===== src/rtl/dlw_pkg.sv =====
package dlw_pkg;

    typedef enum logic [1:0] {
        SK_NONE  = 2'd0,
        SK_READ  = 2'd1,
        SK_WRITE = 2'd2,
        SK_ABORT = 2'd3
    } slot_kind_e;

    typedef enum logic {
        ST_HIZ   = 1'b0,
        ST_DRIVE = 1'b1
    } drv_state_e;

endpackage


===== src/rtl/dlw_cmd_pipe.sv =====
module dlw_cmd_pipe
    import dlw_pkg::*;
#(
    parameter int AW = 6,
    parameter int NB = 4
) (
    input  logic                 clk,
    input  logic                 rst_n,
    input  logic [AW-1:0]        addr,
    input  logic                 we_n,
    input  logic                 ce1_n,
    input  logic                 ce2,
    input  logic                 ce3_n,
    input  logic [NB-1:0]        bw_n,
    output slot_kind_e           s1_kind,
    output logic [AW-1:0]        s1_addr,
    output logic                 s1_echo,
    output slot_kind_e           s2_kind,
    output logic [AW-1:0]        s2_addr,
    output logic [NB-1:0]        s2_bw_n
);

    logic          selected;
    slot_kind_e    cmd_kind;
    logic [NB-1:0] s1_bw_n;

    always_comb begin
        selected = !ce1_n && ce2 && !ce3_n;
        if (!selected) begin
            cmd_kind = SK_NONE;
        end else if (we_n) begin
            cmd_kind = SK_READ;
        end else if (&bw_n) begin
            cmd_kind = SK_ABORT;
        end else begin
            cmd_kind = SK_WRITE;
        end
    end

    // stage one: the command edge
    always_ff @(posedge clk or negedge rst_n) begin
        if (!rst_n) begin
            s1_kind <= SK_NONE;
            s1_addr <= '0;
            s1_bw_n <= '1;
            s1_echo <= 1'b0;
        end else begin
            s1_kind <= cmd_kind;
            s1_addr <= addr;
            s1_bw_n <= bw_n;
            s1_echo <= ce2 && !ce3_n;
        end
    end

    // stage two: write waiting for its data edge
    always_ff @(posedge clk or negedge rst_n) begin
        if (!rst_n) begin
            s2_kind <= SK_NONE;
            s2_addr <= '0;
            s2_bw_n <= '1;
        end else begin
            s2_kind <= s1_kind;
            s2_addr <= s1_addr;
            s2_bw_n <= s1_bw_n;
        end
    end

    AST_WRITE_HAS_BYTES: assert property (@(posedge clk) disable iff (!rst_n)
        (s2_kind == SK_WRITE) |-> $past(!we_n && !(&bw_n), 2));

endmodule


===== src/rtl/dlw_array.sv =====
module dlw_array #(
    parameter int DEPTH = 64,
    parameter int NB    = 4,
    parameter int BW    = 9,
    localparam int W    = NB * BW,
    localparam int AW   = $clog2(DEPTH)
) (
    input  logic          clk,
    input  logic          rst_n,
    input  logic [AW-1:0] rd_addr,
    output logic [W-1:0]  rd_data,
    input  logic          wr_en,
    input  logic [AW-1:0] wr_addr,
    input  logic [NB-1:0] wr_be_n,
    input  logic [W-1:0]  wr_data
);

    logic [W-1:0] mem [DEPTH];
    logic [W-1:0] merged;

    assign rd_data = mem[rd_addr];

    always_comb begin
        merged = mem[wr_addr];
        for (int b = 0; b < NB; b++) begin
            if (!wr_be_n[b]) begin
                merged[b*BW +: BW] = wr_data[b*BW +: BW];
            end
        end
    end

    always_ff @(posedge clk or negedge rst_n) begin
        if (!rst_n) begin
            for (int i = 0; i < DEPTH; i++) begin
                mem[i] <= '0;
            end
        end else if (wr_en) begin
            mem[wr_addr] <= merged;
        end
    end

endmodule


===== src/rtl/dlw_fwd.sv =====
module dlw_fwd
    import dlw_pkg::*;
#(
    parameter int AW = 6,
    parameter int NB = 4,
    parameter int BW = 9,
    localparam int W = NB * BW
) (
    input  logic [AW-1:0] rd_addr,
    input  logic [W-1:0]  arr_word,
    input  slot_kind_e    pend_kind,
    input  logic [AW-1:0] pend_addr,
    input  logic [NB-1:0] pend_be_n,
    input  logic [W-1:0]  din,
    output logic [W-1:0]  fwd_word
);

    logic hit;

    assign hit = (pend_kind == SK_WRITE) && (pend_addr == rd_addr);

    // the pending write commits on the same edge the read result is registered
    generate
        for (genvar b = 0; b < NB; b++) begin : g_byte
            assign fwd_word[b*BW +: BW] = (hit && !pend_be_n[b]) ? din[b*BW +: BW]
                                                                : arr_word[b*BW +: BW];
        end
    endgenerate

endmodule


===== src/rtl/dlw_out_stage.sv =====
module dlw_out_stage
    import dlw_pkg::*;
#(
    parameter int W = 36
) (
    input  logic         clk,
    input  logic         rst_n,
    input  slot_kind_e   s1_kind,
    input  logic         s1_echo,
    input  logic [W-1:0] rd_word,
    output logic [W-1:0] dout,
    output logic         dout_oe,
    output logic         echo
);

    drv_state_e state_q;
    drv_state_e state_d;

    always_comb begin
        unique case (state_q)
            ST_HIZ:   state_d = (s1_kind == SK_READ) ? ST_DRIVE : ST_HIZ;
            ST_DRIVE: state_d = (s1_kind == SK_READ) ? ST_DRIVE : ST_HIZ;
            default:  state_d = ST_HIZ;
        endcase
    end

    always_ff @(posedge clk or negedge rst_n) begin
        if (!rst_n) begin
            state_q <= ST_HIZ;
        end else begin
            state_q <= state_d;
        end
    end

    always_ff @(posedge clk or negedge rst_n) begin
        if (!rst_n) begin
            dout <= '0;
            echo <= 1'b0;
        end else begin
            dout <= (state_d == ST_DRIVE) ? rd_word : '0;
            echo <= s1_echo;
        end
    end

    assign dout_oe = (state_q == ST_DRIVE);

    AST_OE_NEEDS_ECHO: assert property (@(posedge clk) disable iff (!rst_n)
        dout_oe |-> echo);

    AST_QUIET_WHEN_HIZ: assert property (@(posedge clk) disable iff (!rst_n)
        !dout_oe |-> (dout == '0));

endmodule


===== src/rtl/dlw_sram.sv =====
module dlw_sram
    import dlw_pkg::*;
#(
    parameter int DEPTH = 64,
    parameter int NB    = 4,
    parameter int BW    = 9,
    localparam int W    = NB * BW,
    localparam int AW   = $clog2(DEPTH)
) (
    input  logic          clk,
    input  logic          rst_n,
    input  logic [AW-1:0] addr,
    input  logic          we_n,
    input  logic          ce1_n,
    input  logic          ce2,
    input  logic          ce3_n,
    input  logic [NB-1:0] bw_n,
    input  logic [W-1:0]  din,
    output logic [W-1:0]  dout,
    output logic          dout_oe,
    output logic          echo
);

    slot_kind_e    s1_kind;
    slot_kind_e    s2_kind;
    logic [AW-1:0] s1_addr;
    logic [AW-1:0] s2_addr;
    logic          s1_echo;
    logic [NB-1:0] s2_bw_n;
    logic [W-1:0]  arr_word;
    logic [W-1:0]  rd_word;
    logic          arr_wr_en;

    dlw_cmd_pipe #(.AW(AW), .NB(NB)) u_pipe (
        .clk     (clk),
        .rst_n   (rst_n),
        .addr    (addr),
        .we_n    (we_n),
        .ce1_n   (ce1_n),
        .ce2     (ce2),
        .ce3_n   (ce3_n),
        .bw_n    (bw_n),
        .s1_kind (s1_kind),
        .s1_addr (s1_addr),
        .s1_echo (s1_echo),
        .s2_kind (s2_kind),
        .s2_addr (s2_addr),
        .s2_bw_n (s2_bw_n)
    );

    assign arr_wr_en = (s2_kind == SK_WRITE);

    dlw_array #(.DEPTH(DEPTH), .NB(NB), .BW(BW)) u_array (
        .clk     (clk),
        .rst_n   (rst_n),
        .rd_addr (s1_addr),
        .rd_data (arr_word),
        .wr_en   (arr_wr_en),
        .wr_addr (s2_addr),
        .wr_be_n (s2_bw_n),
        .wr_data (din)
    );

    dlw_fwd #(.AW(AW), .NB(NB), .BW(BW)) u_fwd (
        .rd_addr   (s1_addr),
        .arr_word  (arr_word),
        .pend_kind (s2_kind),
        .pend_addr (s2_addr),
        .pend_be_n (s2_bw_n),
        .din       (din),
        .fwd_word  (rd_word)
    );

    dlw_out_stage #(.W(W)) u_out (
        .clk     (clk),
        .rst_n   (rst_n),
        .s1_kind (s1_kind),
        .s1_echo (s1_echo),
        .rd_word (rd_word),
        .dout    (dout),
        .dout_oe (dout_oe),
        .echo    (echo)
    );

    AST_OE_FROM_READ: assert property (@(posedge clk) disable iff (!rst_n)
        dout_oe |-> $past(!ce1_n && ce2 && !ce3_n && we_n, 2));

    AST_ECHO_FROM_BANK: assert property (@(posedge clk) disable iff (!rst_n)
        echo |-> $past(ce2 && !ce3_n, 2));

endmodule


===== config.mk =====
export PLATFORM = sky130hd
export DESIGN_NAME = dlw_sram
export DESIGN_NICKNAME = d
export VERILOG_FILES = /design/src/rtl/dlw_pkg.sv /design/src/rtl/dlw_cmd_pipe.sv /design/src/rtl/dlw_array.sv /design/src/rtl/dlw_fwd.sv /design/src/rtl/dlw_out_stage.sv /design/src/rtl/dlw_sram.sv
export SDC_FILE = /design/constraint.sdc
export NUM_CORES = 2
export LEC_CHECK = 0
export BUFFER_PORTS_ARGS = -buffer_cell sky130_fd_sc_hd__buf_4
export CAP_MARGIN = 20
export CELL_PAD_IN_SITES_DETAIL_PLACEMENT = 1
export CELL_PAD_IN_SITES_GLOBAL_PLACEMENT = 2
export CORE_MARGIN = 2
export CORE_UTILIZATION = 40
export DETAILED_ROUTE_END_ITERATION = 7
export PLACE_DENSITY = 0.82
export SLEW_MARGIN = 20
export SYNTH_ARGS = -nofsm -noshare
export SYNTH_HDL_FRONTEND = slang
export SYNTH_SLANG_ARGS = --single-unit

===== constraint.sdc =====
create_clock -name clk -period 3.4 [get_ports clk]
set_input_delay 0.17 -clock clk [delete_from_list [all_inputs] [get_ports clk]]
set_output_delay 0.17 -clock clk [all_outputs]
set_load 0.02 [all_outputs]

==> summary.md <==
| Metric | Value |
|---|---|
| Power per cell area | 475 nW/um^2 |
| ANT nets after route | 0 |
| GRT Residual Overflow | 0 |
| Hold EP | u_pipe.s1_kind[0] |
| Total power | 0.0707 W |
| Worst slew pin tran | 1.11 ns |
| Ys async rst share | 1.00 |
| Placed cell count | 14.9k |
| WHS Path Cells | 4 |
| Register area share after synthesis | 0.475 |
| Gr usage total | 0.391 |
| Area Growth Syn to Fin | 19.3% |
| Fillers | 31.9k |
| Hold_sp | we_n |
| Area leader, netlist | dfrtp_1 |
| Syn_area_per_cell | 11.6 sq um |
| DP HPWL | 415000 microns |
| Nets | 11.2k |
| DR vias/cell | 6.99 |
| YS warnings | 0 |
| Crit path required time | 4.27 ns |
| Final Wtd Congestion | 0.982 |
| Number of global-route vias before repair | 110k |
| Horiz. Die Dim | 562 microns |
| Register bit total from synthesis | 2367 |
| Vias | 109k |
| TritonRoute pass-1 iters | 8 |
| Period utilization | 1.04 |
| Row count | 205 |
| Clock skew | 0.0668 ns |
| WP buf/inv | 2 |
| Most frequent cells after synthesis | dfrtp_1, nand2_1, o21ai_0 |
| Buffers on Ports | 89 |
| CTS tree | built |
| Top FF cell, synth | dfrtp_1 |
| Fmax | 282 MHz |
| Initial core utilization | 0.401 |
| CP Cell Sequence | buf_4 > nand3_4 > nor2_1 > a22o_1 > a2111oi_4 > a31oi_4 > buf_12 > mux2_2 |
| Root Driver | clkbuf_16 |
| Period minus WS final | 3.54 ns |
| Hold WC Path Type | in -> reg |
| EDFF count, synth | 0 |
| Largest net degree at the start of global routing | 131 |
| Clock Path Buffers | 4 |
| Max IR drop VDD | 0.438 mV |
| Initial antenna violation count | 64 |
| Fraction of layout instances using a drive strength above 1 | 0.327 |
| Max-slew headroom | 0.254 |
| CORE AREA | 311000 sq um |
| Setup WS post-layout | -0.143 ns |
| Critical R2R Capture | u_array.mem[1642] |
| CP startpoint kind | flop |
| Kind of end point of the critical path | flop |
| CTS clk-pin slew, worst paths | 0.06 ns |
| Critical path peak fanout | 32 |
| Slew Limit Fails | 0 |
| RSZ-0062 raised after global routing | true |
| Worst setup path class | reg -> reg |
| Routed wire per std cell | 40.7 microns |
| Reg-to-reg critical path startpoint | u_pipe.s2_addr[4] |
| Area contributors post-synth | dfrtp_1, mux4_2, mux2_2 |
| Fin cells | 15.5k |
| Final WL | 632000 microns |
| Area of the multi-input gates | 61100 sq um |
| Residual DRC | 3 |
| Max cap viols | 0 |
| I/O Pins | 90 |
| Crit path DAT | 4.41 ns |
| Final count of hold timing violations | 0 |
| # H-tree levels | 5 |
| Synth Cell Area | 125000 sq um |
| Worst-Skew Late Latency | 0.98 ns |
| Reg2Reg Depth | 8 |
| First-pass GRT wire length | 875000 microns |
| Synth Net Count | 10.8k |
| Failing checks | DRC, setup timing |
| Post-Synthesis Cells | 10.7k |
| Status | complete, but fails checks |
| CTS Buf Count | 278 |
| Iter 0 DRT Violations | 15.0k |
| Critical-path top delay cell | nor2_1 |
| Count of cell types in the netlist | 96 |
| Kind of cell adding the most delay to the critical path | simple AND/OR/NAND/NOR gates |
| CTS Sinks | 2367 |
| Register area | 59300 sq um |
| Most common cell in the netlist | dfrtp_1 |
| Die ar. | 316000 sq um |
| Static Leak | 65.3 nW |
| Critical Path Max Stage Delay | 0.97 ns |
| Worst reg-to-reg setup slack | -0.14 ns |
| Final setup violation count | 258 |
| Synth top area share | 0.473 |
| Die Y | 562 microns |
repair_timing:
item,CTS,global route
gates cloned,0,10
pin swaps,1,14
setup endpoints to repair,348,835
setup buffers,9,49
gates resized for setup,11,60
hold buffers,65,0
hold endpoints to repair,2469,0
cells by family (layout without fill, tap and decap cells):
family	count (synthesis)	count (layout)	synth area share
AO/OA/AOI/OAI	2696	2696	0.136
flip-flops	2367	2367	0.475
multiplexers	2278	2278	0.271
AND/OR/NAND/NOR	2237	2238	0.0751
buffers and inverters	1131	1749	0.0430
XOR/XNOR	6	6	0.000421
other	0	55	0
layout make-up:
| type | count | area share |
|---|---|---|
| multi-input cells | 7218 | 0.411 |
| flip-flops and latches | 2367 | 0.398 |
| repair buffers | 1247 | 0.0927 |
| clock buffers | 405 | 0.0554 |
| well taps | 4140 | 0.0348 |
| clock inverters | 80 | 0.00676 |
| diodes | 55 | 0.000924 |
| inverters | 17 | 0.000681 |
worst register-to-register path: cells and delay by family, from the launching register on:
kind | cells | cell delay (ns)
simple gates | 2 | 1.36
flops | 1 | 0.61
mux | 1 | 0.20
compound gates | 3 | 0.66
buf+inv | 2 | 0.60
how the worst max path moves through the flow:
stage	start	end	slack, ns	depth (start not counted)
after floorplan	u_pipe.s2_addr[1]	u_array.mem[1492]	0.38	12
after global placement	u_pipe.s2_addr[0]	u_array.mem[828]	-0.43	9
after detailed placement	u_pipe.s2_addr[0]	u_array.mem[648]	-0.45	9
after CTS	u_pipe.s2_addr[4]	u_out.dout[15]	0.003	9
after global routing	u_pipe.s1_addr[0]	u_out.dout[8]	-0.01	7
final	u_pipe.s2_addr[4]	u_array.mem[1642]	-0.14	8
flip-flops by register name, summed over array words and instances, names as in the netlist:
signal	count
u_out.dout	36
u_out.dout_oe	1
u_pipe.s1_addr	6
u_pipe.s2_kind	2
u_out.echo	1
u_pipe.s1_echo	1
u_array.mem	2304
u_pipe.s2_bw_n	4
u_pipe.s1_kind	2
u_pipe.s1_bw_n	4
u_pipe.s2_addr	6
layer usage:
layer / track usage / up-vias / wire length, microns
met5: 0.00648 / - / 703
met4: 0.310 / 46 / 59000
met3: 0.138 / 2802 / 81600
met2: 0.555 / 8360 / 265000
met1: 0.484 / 56500 / 226000
li1: - / 40900 / -
per-stage QoR:
stage | hold slack (ns) | worst slack, ns | util | TNS, ns | area [sq um]
after detailed placement | 0.161 | -0.449 | 0.443 | -44.06 | 138000
after global routing | 0.0937 | -0.0135 | 0.478 | -0.0586 | 149000
after floorplan | -0.126 | 0.377 | - | 0 | 125000
final | 0.0315 | -0.143 | 0.479 | -16.47 | 149000
after global placement | 0.169 | -0.428 | 0.443 | -43.00 | 138000
after CTS | 0.00469 | 0.00344 | 0.475 | 0 | 148000
report_power, final:
part	switching (W)	internal, W
sequential	0.000977	0.0292
clock	0.0131	0.0183
combinational	0.00577	0.00344
total	0.0198	0.0509
layout by cell type, fill, tap and decap left out, types with 16 or more instances in the layout:
master / synthesis / layout
bufinv_16: 0 / 19
diode_2: 0 / 55
dlygate4sd3_1: 0 / 64
a221o_1: 66 / 66
nand2_1: 1779 / 1712
nor3_1: 25 / 20
clkbuf_8: 0 / 66
o211ai_1: 26 / 26
a22o_1: 41 / 41
o22ai_1: 166 / 166
o221ai_1: 46 / 44
dfrtp_1: 2359 / 2350
o31ai_1: 136 / 134
nand3b_1: 24 / 24
nand4_1: 16 / 16
mux2i_1: 490 / 484
buf_4: 93 / 834
o2bb2ai_1: 17 / 17
nand2_2: 3 / 70
nor2_1: 102 / 66
a31oi_1: 56 / 53
nand2b_1: 39 / 33
a21oi_1: 126 / 123
buf_12: 2 / 315
a221oi_1: 198 / 194
a22oi_1: 175 / 174
mux4_2: 773 / 773
clkinv_2: 0 / 36
mux2_2: 1010 / 1010
o22a_1: 36 / 36
o21ai_0: 1468 / 1466
clkbuf_16: 0 / 294
buf_6: 60 / 16
nor2_2: 41 / 63
or2_2: 21 / 20
nand3_1: 83 / 82
clkbuf_1: 664 / 54
Power figures use the tool's default switching activity.
